## src/rtl/mbus_pkg.sv

```systemverilog
package mbus_pkg;

  typedef enum logic [1:0] {
    CYC_FETCH = 2'b00,
    CYC_READ  = 2'b01,
    CYC_WRITE = 2'b10,
    CYC_RDALT = 2'b11
  } cyc_kind_e;

  localparam int PH_W         = 4;
  localparam int ALE_CLKS     = 2;  // latch pulse length
  localparam int PSEN_CLKS    = 3;  // fetch strobe length
  localparam int STB_CLKS     = 6;  // read/write strobe length
  localparam int RD_SMP_CLKS  = 5;  // read capture after strobe falls

  localparam logic [PH_W-1:0] PH_ALE_END   = PH_W'(ALE_CLKS);
  localparam logic [PH_W-1:0] PH_ADR_ON    = PH_W'(ALE_CLKS - 1);
  localparam logic [PH_W-1:0] PH_ADR_LAST  = PH_W'(ALE_CLKS);
  localparam logic [PH_W-1:0] PH_PSEN_ON   = PH_W'(ALE_CLKS + 1);
  localparam logic [PH_W-1:0] PH_PSEN_END  = PH_W'(ALE_CLKS + 1 + PSEN_CLKS);
  localparam logic [PH_W-1:0] PH_STB_ON    = PH_W'(ALE_CLKS + 3);
  localparam logic [PH_W-1:0] PH_STB_END   = PH_W'(ALE_CLKS + 3 + STB_CLKS);
  localparam logic [PH_W-1:0] PH_WDAT_ON   = PH_W'(ALE_CLKS + 2);
  localparam logic [PH_W-1:0] PH_FETCH_SMP = PH_W'(ALE_CLKS + PSEN_CLKS);
  localparam logic [PH_W-1:0] PH_READ_SMP  = PH_W'(ALE_CLKS + 2 + RD_SMP_CLKS);
  localparam logic [PH_W-1:0] PH_FETCH_LST = PH_W'(ALE_CLKS + 1 + PSEN_CLKS);
  localparam logic [PH_W-1:0] PH_RW_LST    = PH_W'(ALE_CLKS + 3 + STB_CLKS);

endpackage

```

## src/rtl/mbus_phase_ctr.sv

```systemverilog
module mbus_phase_ctr
  import mbus_pkg::*;
(
  input  logic            clk,
  input  logic            rst_n,
  input  logic            req_valid,
  input  cyc_kind_e       req_kind,
  output logic            active,
  output logic [PH_W-1:0] phase,
  output cyc_kind_e       kind,
  output logic            last,
  output logic            accept
);

  logic            active_d;
  logic [PH_W-1:0] phase_d;
  cyc_kind_e       kind_d;

  always_comb begin
    last   = active && (phase == ((kind == CYC_FETCH) ? PH_FETCH_LST : PH_RW_LST));
    accept = req_valid && (!active || last);
  end

  always_comb begin
    active_d = active;
    phase_d  = phase;
    kind_d   = kind;
    if (accept) begin
      active_d = 1'b1;
      phase_d  = '0;
      kind_d   = req_kind;
    end else if (last) begin
      active_d = 1'b0;
      phase_d  = '0;
    end else if (active) begin
      phase_d  = phase + 1'b1;
    end
  end

  always_ff @(posedge clk or negedge rst_n) begin
    if (!rst_n) begin
      active <= 1'b0;
      phase  <= '0;
      kind   <= CYC_FETCH;
    end else begin
      active <= active_d;
      phase  <= phase_d;
      kind   <= kind_d;
    end
  end

endmodule

```

## src/rtl/mbus_strobe_dec.sv

```systemverilog
module mbus_strobe_dec
  import mbus_pkg::*;
(
  input  logic            active,
  input  logic [PH_W-1:0] phase,
  input  cyc_kind_e       kind,
  input  logic            last,
  output logic            ale,
  output logic            psen_n,
  output logic            rd_n,
  output logic            wr_n,
  output logic            addr_en,
  output logic            wdat_en,
  output logic            cap_en,
  output logic            done
);

  logic is_fetch, is_wr, is_rd, in_stb;

  always_comb begin
    is_fetch = (kind == CYC_FETCH);
    is_wr    = (kind == CYC_WRITE);
    is_rd    = !is_fetch && !is_wr;
    in_stb   = (phase >= PH_STB_ON) && (phase < PH_STB_END);

    ale     = active && (phase < PH_ALE_END);
    psen_n  = !(active && is_fetch && (phase >= PH_PSEN_ON) && (phase < PH_PSEN_END));
    rd_n    = !(active && is_rd && in_stb);
    wr_n    = !(active && is_wr && in_stb);
    addr_en = active && (phase >= PH_ADR_ON) && (phase <= PH_ADR_LAST);
    wdat_en = active && is_wr && (phase >= PH_WDAT_ON) && (phase <= PH_STB_END);
    cap_en  = active && ((is_fetch && (phase == PH_FETCH_SMP)) ||
                         (is_rd && (phase == PH_READ_SMP)));
    done    = last;
  end

endmodule

```

## src/rtl/mbus_datapath.sv

```systemverilog
module mbus_datapath #(
  parameter int ADDR_W = 16,
  parameter int DATA_W = 8
) (
  input  logic                     clk,
  input  logic                     rst_n,
  input  logic                     accept,
  input  logic                     active,
  input  logic [ADDR_W-1:0]        req_addr,
  input  logic [DATA_W-1:0]        req_wdata,
  input  logic                     addr_en,
  input  logic                     wdat_en,
  input  logic                     cap_en,
  input  logic [DATA_W-1:0]        ad_in,
  output logic [DATA_W-1:0]        ad_out,
  output logic                     ad_oe,
  output logic [ADDR_W-DATA_W-1:0] ah_out,
  output logic                     ah_oe,
  output logic [DATA_W-1:0]        rdata
);

  logic [ADDR_W-1:0] addr_q;
  logic [DATA_W-1:0] wdata_q;

  always_ff @(posedge clk or negedge rst_n) begin
    if (!rst_n) begin
      addr_q  <= '0;
      wdata_q <= '0;
    end else if (accept) begin
      addr_q  <= req_addr;
      wdata_q <= req_wdata;
    end
  end

  always_ff @(posedge clk or negedge rst_n) begin
    if (!rst_n) begin
      rdata <= '0;
    end else if (cap_en) begin
      rdata <= ad_in;
    end
  end

  always_comb begin
    if (addr_en)      ad_out = addr_q[DATA_W-1:0];
    else if (wdat_en) ad_out = wdata_q;
    else              ad_out = '0;
    ad_oe  = addr_en || wdat_en;
    ah_out = addr_q[ADDR_W-1:DATA_W];
    ah_oe  = active;
  end

endmodule

```

## src/rtl/mbus_seq.sv

```systemverilog
module mbus_seq
  import mbus_pkg::*;
#(
  parameter int ADDR_W = 16,
  parameter int DATA_W = 8
) (
  input  logic                     clk,
  input  logic                     rst_n,
  input  logic                     req_valid,
  output logic                     req_ready,
  input  logic [1:0]               req_kind,
  input  logic [ADDR_W-1:0]        req_addr,
  input  logic [DATA_W-1:0]        req_wdata,
  output logic                     done,
  output logic [DATA_W-1:0]        rdata,
  output logic                     ale,
  output logic                     psen_n,
  output logic                     rd_n,
  output logic                     wr_n,
  output logic [DATA_W-1:0]        ad_out,
  output logic                     ad_oe,
  input  logic [DATA_W-1:0]        ad_in,
  output logic [ADDR_W-DATA_W-1:0] ah_out,
  output logic                     ah_oe
);

  logic            rst_meta, srst_n;
  logic            active, last, accept;
  logic [PH_W-1:0] phase;
  cyc_kind_e       kind;
  logic            addr_en, wdat_en, cap_en;

  always_ff @(posedge clk or negedge rst_n) begin
    if (!rst_n) begin
      rst_meta <= 1'b0;
      srst_n   <= 1'b0;
    end else begin
      rst_meta <= 1'b1;
      srst_n   <= rst_meta;
    end
  end

  mbus_phase_ctr u_ctr (
    .clk       (clk),
    .rst_n     (srst_n),
    .req_valid (req_valid),
    .req_kind  (cyc_kind_e'(req_kind)),
    .active    (active),
    .phase     (phase),
    .kind      (kind),
    .last      (last),
    .accept    (accept)
  );

  mbus_strobe_dec u_dec (
    .active  (active),
    .phase   (phase),
    .kind    (kind),
    .last    (last),
    .ale     (ale),
    .psen_n  (psen_n),
    .rd_n    (rd_n),
    .wr_n    (wr_n),
    .addr_en (addr_en),
    .wdat_en (wdat_en),
    .cap_en  (cap_en),
    .done    (done)
  );

  mbus_datapath #(.ADDR_W(ADDR_W), .DATA_W(DATA_W)) u_dp (
    .clk       (clk),
    .rst_n     (srst_n),
    .accept    (accept),
    .active    (active),
    .req_addr  (req_addr),
    .req_wdata (req_wdata),
    .addr_en   (addr_en),
    .wdat_en   (wdat_en),
    .cap_en    (cap_en),
    .ad_in     (ad_in),
    .ad_out    (ad_out),
    .ad_oe     (ad_oe),
    .ah_out    (ah_out),
    .ah_oe     (ah_oe),
    .rdata     (rdata)
  );

  assign req_ready = srst_n && (!active || last);

endmodule

```

## config.mk

```make
export PLATFORM = sky130hd
export DESIGN_NAME = mbus_seq
export DESIGN_NICKNAME = d
export VERILOG_FILES = /design/src/rtl/mbus_pkg.sv /design/src/rtl/mbus_phase_ctr.sv /design/src/rtl/mbus_strobe_dec.sv /design/src/rtl/mbus_datapath.sv /design/src/rtl/mbus_seq.sv
export SDC_FILE = /design/constraint.sdc
export NUM_CORES = 1
export LEC_CHECK = 0
export BUFFER_PORTS_ARGS = -buffer_cell sky130_fd_sc_hd__clkbuf_2
export CORE_ASPECT_RATIO = 0.7
export CORE_UTILIZATION = 49
export CTS_CLUSTER_SIZE = 20
export DETAILED_ROUTE_END_ITERATION = 8
export GPL_ROUTABILITY_DRIVEN = 0
export GPL_TIMING_DRIVEN = 0
export PLACE_DENSITY = 0.78
export SYNTH_ARGS = -nofsm -noshare
export SYNTH_HDL_FRONTEND = slang
export SYNTH_SLANG_ARGS = --single-unit
```

## constraint.sdc

```tcl
create_clock -name clk -period 2.55 [get_ports clk]
set_input_delay 0.255 -clock clk [delete_from_list [all_inputs] [get_ports clk]]
set_output_delay 0.255 -clock clk [all_outputs]
set_load 0.01 [all_outputs]
```

==> results of run 1 <==
layer usage:
metal  routed length (um)  global-route usage
met2                 1800               0.310
met1                 1770               0.260
met5                    0                   0
met4                   43              0.0635
met3                  185              0.0529
final cells by class:
| cell class | count | area share |
|---|---|---|
| clock buffers | 6 | 0.0289 |
| plain buffers | 14 | 0.0404 |
| repair buffers | 69 | 0.140 |
| inverters | 3 | 0.00448 |
| clock inverters | 2 | 0.00399 |
| flip-flops and latches | 41 | 0.409 |
| well taps | 52 | 0.0259 |
| multi-input cells | 90 | 0.348 |
sequential cells by signal, indices dropped and copies added (netlist names):
name          count
u_dp.rdata        8
u_ctr.kind        2
u_dp.wdata_q      8
u_ctr.active      1
srst_n            1
u_dp.addr_q      16
rst_meta          1
u_ctr.phase       4
power groups by stage:
stage          sequential, mW  clock (mW)  combinational [mW]
3_5_place_dp             1.19           0                1.60
6_report                 1.18       0.400                1.61
2_1_floorplan            1.16           0                1.16
5_1_grt                  1.23       0.447                1.75
3_3_place_gp             1.17           0                1.57
4_1_cts                  1.18       0.413                1.61
path summary, 6_finish.rpt:
path,to,slack [ns],depth (start not counted)
hold / removal,u_dp.addr_q[2]$_DFFE_PN0P_,0.19,2
setup reg to reg,u_dp.addr_q[3]$_DFFE_PN0P_,0.36,5
hold reg to reg,u_dp.addr_q[15]$_DFFE_PN0P_,0.37,0
max in group asynchronous,u_dp.rdata[2]$_DFFE_PN0P_,1.66,0
setup / recovery,req_ready,0.10,5
min in group asynchronous,srst_n$_DFF_PN0_,0.29,2
through the flow:
| stage | power, mW | setup WS [ns] |
|---|---|---|
| after floorplan | 2.32 | 0.599 |
| after global placement | 2.74 | 0.172 |
| after CTS | 3.21 | 0.110 |
| after global routing | 3.43 | 0.0265 |
| final | 3.20 | 0.105 |
| after detailed placement | 2.79 | 0.131 |
cells in the final DEF, fill, tap and decap left out, drive strengths merged, types with 2 or more instances in the layout:
| master | n |
|---|---|
| dfrtp | 41 |
| nand2b | 4 |
| mux2 | 35 |
| clkinv | 2 |
| a21oi | 2 |
| and3 | 2 |
| ha | 3 |
| inv | 3 |
| a22o | 9 |
| clkbuf | 75 |
| nor2b | 5 |
| buf | 13 |
| nand2 | 8 |
| o22ai | 2 |
| nor3 | 2 |
| o21ai | 3 |
cell families after synthesis:
group	synth area share
xor gates and xnor gates	0.00438
adders and majority gates	0.0188
other	0.00187
AOI/OAI and AO/OA	0.0888
and+or+nand+nor	0.0775
buffers and inverters	0.0563
muxes	0.240
DFF	0.513
synthesized netlist by cell type (2+ instances only):
master	n	area (sq um)
a22o_1	9	78.8
nor2b_1	5	31.3
inv_1	3	11.3
and3_1	2	12.5
nor3_1	2	10.0
ha_1	3	37.5
mux2_4	20	300
mux2_2	15	169
nand2b_1	4	25.0
a21oi_1	2	10.0
dfrtp_1	41	1030
buf_4	8	60.1
buf_2	3	15.0
o21ai_0	3	15.0
buf_6	2	22.5
nand2_1	8	30.0
timing repair:
item / in CTS / in global routing
hold buffers: 1 / 0
gates cloned: 0 / 0
resized for setup: 1 / 1
setup endpoints to repair: 8 / 7
endpoints found under the hold margin: 2 / 0
==> impl_metrics.json, run 1 <==
{
  "cpPeakStageDelay_ns": 0.57,
  "route.detailed.drc": 0,
  "finalCritPeriodShare": 0.959,
  "antenna_found_initial": 0,
  "switchingPower_mw": 1.12,
  "drive_gt1_frac": 0.573,
  "grt_pass1_wl_mm": 6.42,
  "cp.required_ns": 2.30,
  "start_util": 0.510,
  "dr.pass1.iters": 4,
  "async_flop_share": 1.00,
  "whs_ns": 0.194,
  "power.share.clock": 0.125,
  "rsz0062_at_grt": "false",
  "yosys_warnings": 0,
  "p_leak_nw": 1.32,
  "synth_fp_nets": 188,
  "drtIter0Drc": 51,
  "fin_crit_ns": 2.45,
  "placed_cells": 268,
  "max-slew-margin-rel": 0.450,
  "io_pins": 69,
  "synth_cell_type_count": 34,
  "h-tree-depth": 2,
  "report.final.slew_viol_count": 0,
  "fp-row-count": 19,
  "cts_tree": "built",
  "path_cells": "or4b_1 -> o22ai_2 -> a21boi_0 -> nor2b_1 -> clkbuf_2",
  "multi_input_area_sq_um": 873,
  "startpoint": "u_ctr.phase[3]$_DFFE_PN0P_",
  "areaGrowthSynthToFinish_pct": 25.5,
  "synth-main-ff-cell": "dfrtp_1",
  "combPwrFrac": 0.505,
  "dp_hpwl_mm": 2.87,
  "critPathBufInv": 1,
  "port_buffers": 68,
  "die_x_um": 78.4,
  "chipHeight_um": 55.5,
  "grt_max_degree": 41,
  "path_max_fanout": 7,
  "vias_per_cell": 4.93,
  "fin_util": 0.640,
  "clkLatencyLatePin_ns": 0.29,
  "grt_use_total": 0.195,
  "max_cap_violations": 0,
  "finalClockSkew_ns": 0.00294,
  "ys_seq_area_frac": 0.513,
  "intPower_mw": 2.08,
  "dr_total_vias": 1366,
  "peakVddDrop_mv": 0.651,
  "hp-class": "primary input to flop",
  "setup_tns_ns": 0,
  "wire_per_inst_um": 13.7,
  "cts.clk_slew.worst_paths_ns": 0.08,
  "cts_sinks": 41,
  "crit_path_top_delay_cell": "or4b_1",
  "fmax_ghz": 0.409,
  "path_class": "flop to output pin",
  "start_kind": "flop",
  "dieArea_sq_mm": 0.00435,
  "synth_area_sq_mm": 0.00200,
  "p_per_area_mw_per_mm2": 1270,
  "design_area_sq_mm": 0.00251,
  "hold_violations": 0,
  "coreArea_sq_mm": 0.00392,
  "fin_nets": 264,
  "timing.rr.start": "u_ctr.phase[3]$_DFFE_PN0P_",
  "syn-mean-instance-area_sq_um": 13.5,
  "insertedDiodeCount": 0,
  "switching_share": 0.351,
  "tightest_slew_ns": 0.825,
  "clock_path_buffers": 2,
  "setup_violations": 0,
  "cp_data_arrival_time_ns": 2.19,
  "min_from": "req_addr[2]",
  "root_buffer": "clkbuf_8",
  "synth_cells": 148,
  "outcome": "finished, final reports clean",
  "critical-path-top-delay-family": "simple AND/OR/NAND/NOR gates",
  "drt-total-wl_mm": 3.80,
  "cts_setup_buffers": 0,
  "place_area_sq_mm": 0.00241,
  "ys_ff_latch": 41,
  "fillers": 332,
  "seqCellArea_sq_mm": 0.00103,
  "grt_pass1_vias": 1404,
  "cp-end-kind": "output pin",
  "numCtsBuffers": 5,
  "fin_cells": 277,
  "synth_edf_count": 0,
  "p_seq_frac": 0.370,
  "antenna_left": 0,
  "grt-ovfl-total": 0
}
Power figures use the tool's default switching activity.
==> run 2: changes to the inputs <==
--- a/config.mk
+++ b/config.mk
@@ -6,6 +6,7 @@
 export NUM_CORES = 1
 export LEC_CHECK = 0
 export BUFFER_PORTS_ARGS = -buffer_cell sky130_fd_sc_hd__clkbuf_2
+export CAP_MARGIN = 10
 export CORE_ASPECT_RATIO = 0.7
 export CORE_UTILIZATION = 49
 export CTS_CLUSTER_SIZE = 20
@@ -13,6 +14,7 @@
 export GPL_ROUTABILITY_DRIVEN = 0
 export GPL_TIMING_DRIVEN = 0
 export PLACE_DENSITY = 0.78
+export SETUP_SLACK_MARGIN = 0.2
 export SYNTH_ARGS = -nofsm -noshare
 export SYNTH_HDL_FRONTEND = slang
 export SYNTH_SLANG_ARGS = --single-unit
==> constraint.sdc (replaced) <==
create_clock -name clk -period 2.55 [get_ports clk]
set_input_delay 0.255 -clock clk [delete_from_list [all_inputs] [get_ports clk]]
set_output_delay 0.255 -clock clk [all_outputs]
set_load 0.02 [all_outputs]
==> run 2 against run 1 <==
Total power grew 8.6%. Maximum frequency grew 7.3%. Final area grew 1.5%. Largest power group unchanged. Critical endpoint is now u_dp.addr_q[3]$_DFFE_PN0P_. Die area is the same.
==> impl_metrics.json, run 2 (synthesis gave the netlist of run 1 again) <==
{
  "fillers": 328,
  "numCtsBuffers": 5,
  "seqCellArea_sq_mm": 0.00103,
  "critPathBufInv": 2,
  "setup_tns_ns": 0,
  "grt_pass1_vias": 1410,
  "power.share.clock": 0.115,
  "dieArea_sq_mm": 0.00435,
  "finalCritPeriodShare": 0.894,
  "setup_violations": 0,
  "grt_pass1_wl_mm": 6.47,
  "wire_per_inst_um": 13.7,
  "intPower_mw": 2.12,
  "clkLatencyLatePin_ns": 0.29,
  "cp_data_arrival_time_ns": 2.45,
  "report.final.slew_viol_count": 0,
  "largest_reg_flops": 16,
  "layout_commonest_cell": "clkbuf_2",
  "tightest_slew_ns": 0.835,
  "fp-row-count": 19,
  "fin_nets": 266,
  "max_cap_violations": 0,
  "dp_hpwl_mm": 2.87,
  "p_leak_nw": 1.32,
  "combPwrFrac": 0.543,
  "mostFrequentLayoutCells": "clkbuf_2 (67), dfrtp_1 (39), mux2_4 (20)",
  "finalClockSkew_ns": 0.00336,
  "cts_tree": "built",
  "cts.clk_slew.worst_paths_ns": 0.07,
  "areaGrowthSynthToFinish_pct": 27.4,
  "m1WireLength_mm": 1.77,
  "path_cells": "or4b_1 -> o22ai_4 -> buf_4 -> a31oi_4 -> buf_6 -> mux2_4",
  "io_pins": 69,
  "largestRegisters": "u_dp.addr_q: 16 flops, u_dp.rdata: 8 flops, u_dp.wdata_q: 8 flops",
  "insertedDiodeCount": 0,
  "dr_total_vias": 1368,
  "switchingPower_mw": 1.35,
  "critical-path-top-delay-family": "simple AND/OR/NAND/NOR gates",
  "root_buffer": "clkbuf_8",
  "route.detailed.drc": 0,
  "outcome": "finished, final reports clean",
  "multi_input_area_sq_um": 891,
  "cts_sinks": 41,
  "peakVddDrop_mv": 0.722,
  "route.met3.wl_um": 169,
  "hp-class": "primary input to flop",
  "die_x_um": 78.4,
  "drt-total-wl_mm": 3.84,
  "fin_util": 0.650,
  "dr.pass1.iters": 4,
  "hold_violations": 0,
  "cpPeakStageDelay_ns": 0.61,
  "whs_ns": 0.195,
  "grt_use_total": 0.197,
  "crit_path_top_delay_cell": "or4b_1",
  "cp-end-kind": "flop",
  "antenna_left": 0,
  "cp.required_ns": 2.72,
  "start_kind": "flop",
  "h-tree-depth": 2,
  "p_per_area_mw_per_mm2": 1360,
  "antenna_found_initial": 0,
  "path_class": "flop to flop",
  "grt_max_degree": 41,
  "port_buffers": 68,
  "chipHeight_um": 55.5,
  "switching_share": 0.388,
  "drtIter0Drc": 41,
  "grt-ovfl-total": 0,
  "coreArea_sq_mm": 0.00392,
  "fmax_ghz": 0.439,
  "max-slew-margin-rel": 0.444,
  "fin_crit_ns": 2.28,
  "path_max_fanout": 10,
  "finalPower_mw": 3.47,
  "max_flop_register": "u_dp.addr_q",
  "p_seq_frac": 0.342,
  "drive_gt1_frac": 0.599,
  "routed.top_layer": "met4",
  "vias_per_cell": 4.90,
  "dr_wl_met2_mm": 1.86,
  "rsz0062_at_grt": "true",
  "start_util": 0.510,
  "clock_path_buffers": 2
}
## run 2: through the flow
step / cell area (sq um) / std cells / worst slack [ns]
2_1_floorplan: 2000 / 148 / 0.551
3_3_place_gp: 2410 / 268 / 0.136
3_5_place_dp: 2410 / 268 / 0.0952
4_1_cts: 2530 / 277 / 0.207
5_1_grt: 2550 / 279 / 0.167
6_report: 2550 / 279 / 0.270
## run 2: final timing paths
check	start	end	slack, ns	cells past startpoint
setup / recovery	u_ctr.phase[3]$_DFFE_PN0P_	u_dp.addr_q[3]$_DFFE_PN0P_	0.27	6
hold / removal	req_addr[13]	u_dp.addr_q[13]$_DFFE_PN0P_	0.19	2
setup reg to reg	u_ctr.phase[3]$_DFFE_PN0P_	u_dp.addr_q[3]$_DFFE_PN0P_	0.27	6
hold reg to reg	rst_meta$_DFF_PN0_	srst_n$_DFF_PN0_	0.37	0
max in group asynchronous	srst_n$_DFF_PN0_	u_ctr.phase[0]$_DFFE_PN0P_	1.60	0
min in group asynchronous	rst_n	srst_n$_DFF_PN0_	0.29	2
## run 2: repair_timing
item / in CTS / in global routing
pin swaps: 0 / 2
hold buffers: 1 / 0
buffers inserted: 0 / 2
hold endpoints to repair: 2 / 0
resized for setup: 6 / 5
setup endpoints to repair: 9 / 9
## run 2: area by class of cell
| class | instances | area share |
|---|---|---|
| Buffer | 14 | 0.0398 |
| Clock buffer | 6 | 0.0285 |
| Clock inverter | 2 | 0.00393 |
| Inverter | 3 | 0.00442 |
| Multi-Input combinational cell | 90 | 0.350 |
| Sequential cell | 41 | 0.404 |
| Tap cell | 52 | 0.0255 |
| Timing Repair Buffer | 71 | 0.145 |
## run 2: routing by layer
layer,vias to the layer above,track usage
li1,669,-
met1,652,0.263
met2,41,0.312
met3,6,0.0529
met4,0,0.0635
met5,-,0
## run 2: power by group through the flow
stage	sequential [mW]	combinational, mW	clock [mW]
2_1_floorplan	1.21	1.31	0
3_3_place_gp	1.17	1.77	0
3_5_place_dp	1.19	1.80	0
4_1_cts	1.19	1.86	0.413
5_1_grt	1.24	2.02	0.447
6_report	1.19	1.88	0.399
==> run 3: changes to the inputs <==
--- a/config.mk
+++ b/config.mk
@@ -8,12 +8,14 @@
 export BUFFER_PORTS_ARGS = -buffer_cell sky130_fd_sc_hd__clkbuf_2
 export CAP_MARGIN = 10
 export CORE_ASPECT_RATIO = 0.7
-export CORE_UTILIZATION = 49
+export CORE_UTILIZATION = 52
+export CTS_BUF_LIST = sky130_fd_sc_hd__clkbuf_8
 export CTS_CLUSTER_SIZE = 20
 export DETAILED_ROUTE_END_ITERATION = 8
 export GPL_ROUTABILITY_DRIVEN = 0
 export GPL_TIMING_DRIVEN = 0
-export PLACE_DENSITY = 0.78
+export PLACE_DENSITY = 0.82
+export RECOVER_POWER = 25
 export SETUP_SLACK_MARGIN = 0.2
 export SYNTH_ARGS = -nofsm -noshare
 export SYNTH_HDL_FRONTEND = slang
==> run 3 against run 2 <==
Die area decreased by 5.6%. Final area grew 1.8%. Sequential share of layout area shrank 0.75 points. Register-to-register slack got worse by 0.03 ns. Final cell count shrank 0.36%. Clock-buffer cell count unchanged. Hold slack got worse by 0.0080 ns. First-iteration DRC count grew 12%. Clock skew increased by 0.0036 ns. Maximum frequency is 1.5% lower. Largest cell class unchanged. Highest routed layer unchanged.
==> impl_metrics.json, run 3 (synthesis gave the netlist of run 1 again) <==
{
  "outcome": "finished, final reports clean",
  "tightest_slew_ns": 0.820,
  "drt-total-wl_mm": 3.80,
  "hp-class": "primary input to flop",
  "drive_gt1_frac": 0.596,
  "route.detailed.drc": 0,
  "cts_sinks": 41,
  "cp-end-kind": "flop",
  "clkLatencyLatePin_ns": 0.29,
  "hold_violations": 0,
  "pre_cts_ws_ns": 0.0725,
  "largest_reg_flops": 16,
  "fin_cells": 278,
  "clock_path_buffers": 2,
  "max_cap_violations": 0,
  "chipHeight_um": 53.9,
  "cp_data_arrival_time_ns": 2.49,
  "fin_nets": 267,
  "dr.pass1.iters": 4,
  "finalCritPeriodShare": 0.907,
  "placed_cells": 266,
  "numCtsBuffers": 5,
  "largestRegisters": "u_dp.addr_q: 16 flops, u_dp.rdata: 8 flops, u_dp.wdata_q: 8 flops",
  "path_class": "flop to flop",
  "whs_ns": 0.187,
  "dieArea_sq_mm": 0.00410,
  "io_pins": 69,
  "h-tree-depth": 2,
  "grt-ovfl-total": 0,
  "layout_commonest_cell": "clkbuf_2",
  "fillers": 259,
  "cts.clk_slew.worst_paths_ns": 0.08,
  "insertedDiodeCount": 0,
  "port_buffers": 68,
  "seqCellArea_sq_mm": 0.00103,
  "fmax_ghz": 0.432,
  "start_util": 0.555,
  "cp.required_ns": 2.72,
  "multi_input_area_sq_um": 891,
  "mostFrequentLayoutCells": "clkbuf_2 (65), dfrtp_1 (40), mux2_4 (20)",
  "root_buffer": "clkbuf_8",
  "drtIter0Drc": 46,
  "dr_total_vias": 1429,
  "setup_tns_ns": 0,
  "peakVddDrop_mv": 0.780,
  "wire_per_inst_um": 13.7,
  "finalClockSkew_ns": 0.00698,
  "p_leak_nw": 1.34,
  "antenna_left": 0,
  "dp_hpwl_mm": 2.69,
  "max_flop_register": "u_dp.addr_q",
  "fin_crit_ns": 2.31,
  "grt_max_degree": 41,
  "grt_use_total": 0.198,
  "worst_slack_ns": 0.237,
  "max-slew-margin-rel": 0.453,
  "setup_violations": 0,
  "p_per_area_mw_per_mm2": 1410,
  "grt_pass1_vias": 1300,
  "grt_pass1_wl_mm": 5.99,
  "areaGrowthSynthToFinish_pct": 29.6,
  "path_max_fanout": 10,
  "rsz0062_at_grt": "true",
  "vias_per_cell": 5.14,
  "coreArea_sq_mm": 0.00360,
  "report.final.slew_viol_count": 0,
  "die_x_um": 76.1,
  "start_kind": "flop",
  "cts_tree": "built",
  "antenna_found_initial": 0,
  "fp-row-count": 18
}
run 3: changes by cell type in the layout (fill, tap and decap cells not counted), sizes merged:
cell	before	now
clkinvlp	0	1
clkinv	2	0
buf	16	18
bufinv	0	1
clkbuf	74	73
run 3: area by class of cell:
class	instances	share of cell area
clock buffer	6	0.0318
tap	50	0.0241
sequential	41	0.396
inverter	3	0.00434
timing repair buffer	72	0.146
buffer	14	0.0400
multi-input combinational	90	0.343
clock inverter	2	0.0145
run 3: metrics by stage:
stage	area, sq um	power, mW	util
after floorplan	2000	2.52	-
after global placement	2400	2.94	0.667
after detailed placement	2400	2.99	0.667
after CTS	2560	3.60	0.711
after global routing	2590	3.89	0.720
final	2590	3.65	0.720
run 3: what timing repair did:
item | CTS | global route
pin swaps | 0 | 2
buffers inserted | 0 | 3
resized for setup | 6 | 8
hold buffers | 1 | 0
endpoints found under the hold margin | 2 | 0
setup endpoints to repair | 9 | 9
run 3: metal layers:
| layer | vias up | wire length, um | share of wire | track usage |
|---|---|---|---|---|
| li1 | 674 | - | - | - |
| met1 | 689 | 1690 | 0.45 | 0.245 |
| met2 | 64 | 1760 | 0.46 | 0.338 |
| met3 | 2 | 332 | 0.087 | 0.0797 |
| met4 | 0 | 13 | 0.0034 | 0.0385 |
| met5 | - | 0 | 0 | 0 |
run 3: worst max-delay path: stages (launching register included):
cell and delay, ns:
dfrtp_1 0.46, or4b_1 0.62, o22ai_4 0.25, buf_4 0.17, a31oi_4 0.17, buf_6 0.21
mux2_4 0.30
run 3: worst paths after layout:
kind                                               to  cells after the start                  startpoint  slack, ns
setup / recovery           u_dp.addr_q[0]$_DFFE_PN0P_                      6  u_ctr.phase[3]$_DFFE_PN0P_       0.24
hold / removal             u_dp.addr_q[5]$_DFFE_PN0P_                      2                 req_addr[5]       0.19
setup reg to reg           u_dp.addr_q[0]$_DFFE_PN0P_                      6  u_ctr.phase[3]$_DFFE_PN0P_       0.24
hold reg to reg                      srst_n$_DFF_PN0_                      0          rst_meta$_DFF_PN0_       0.36
max in group asynchronous  u_dp.addr_q[6]$_DFFE_PN0P_                      0            srst_n$_DFF_PN0_       1.65
min in group asynchronous          rst_meta$_DFF_PN0_                      2                       rst_n       0.28
run 3: where the power goes:
| group | leakage (nW) | switching, mW | internal [mW] |
|---|---|---|---|
| clock | 0.0574 | 0.222 | 0.318 |
| combinational | 0.794 | 0.929 | 0.991 |
| sequential | 0.491 | 0.222 | 0.963 |
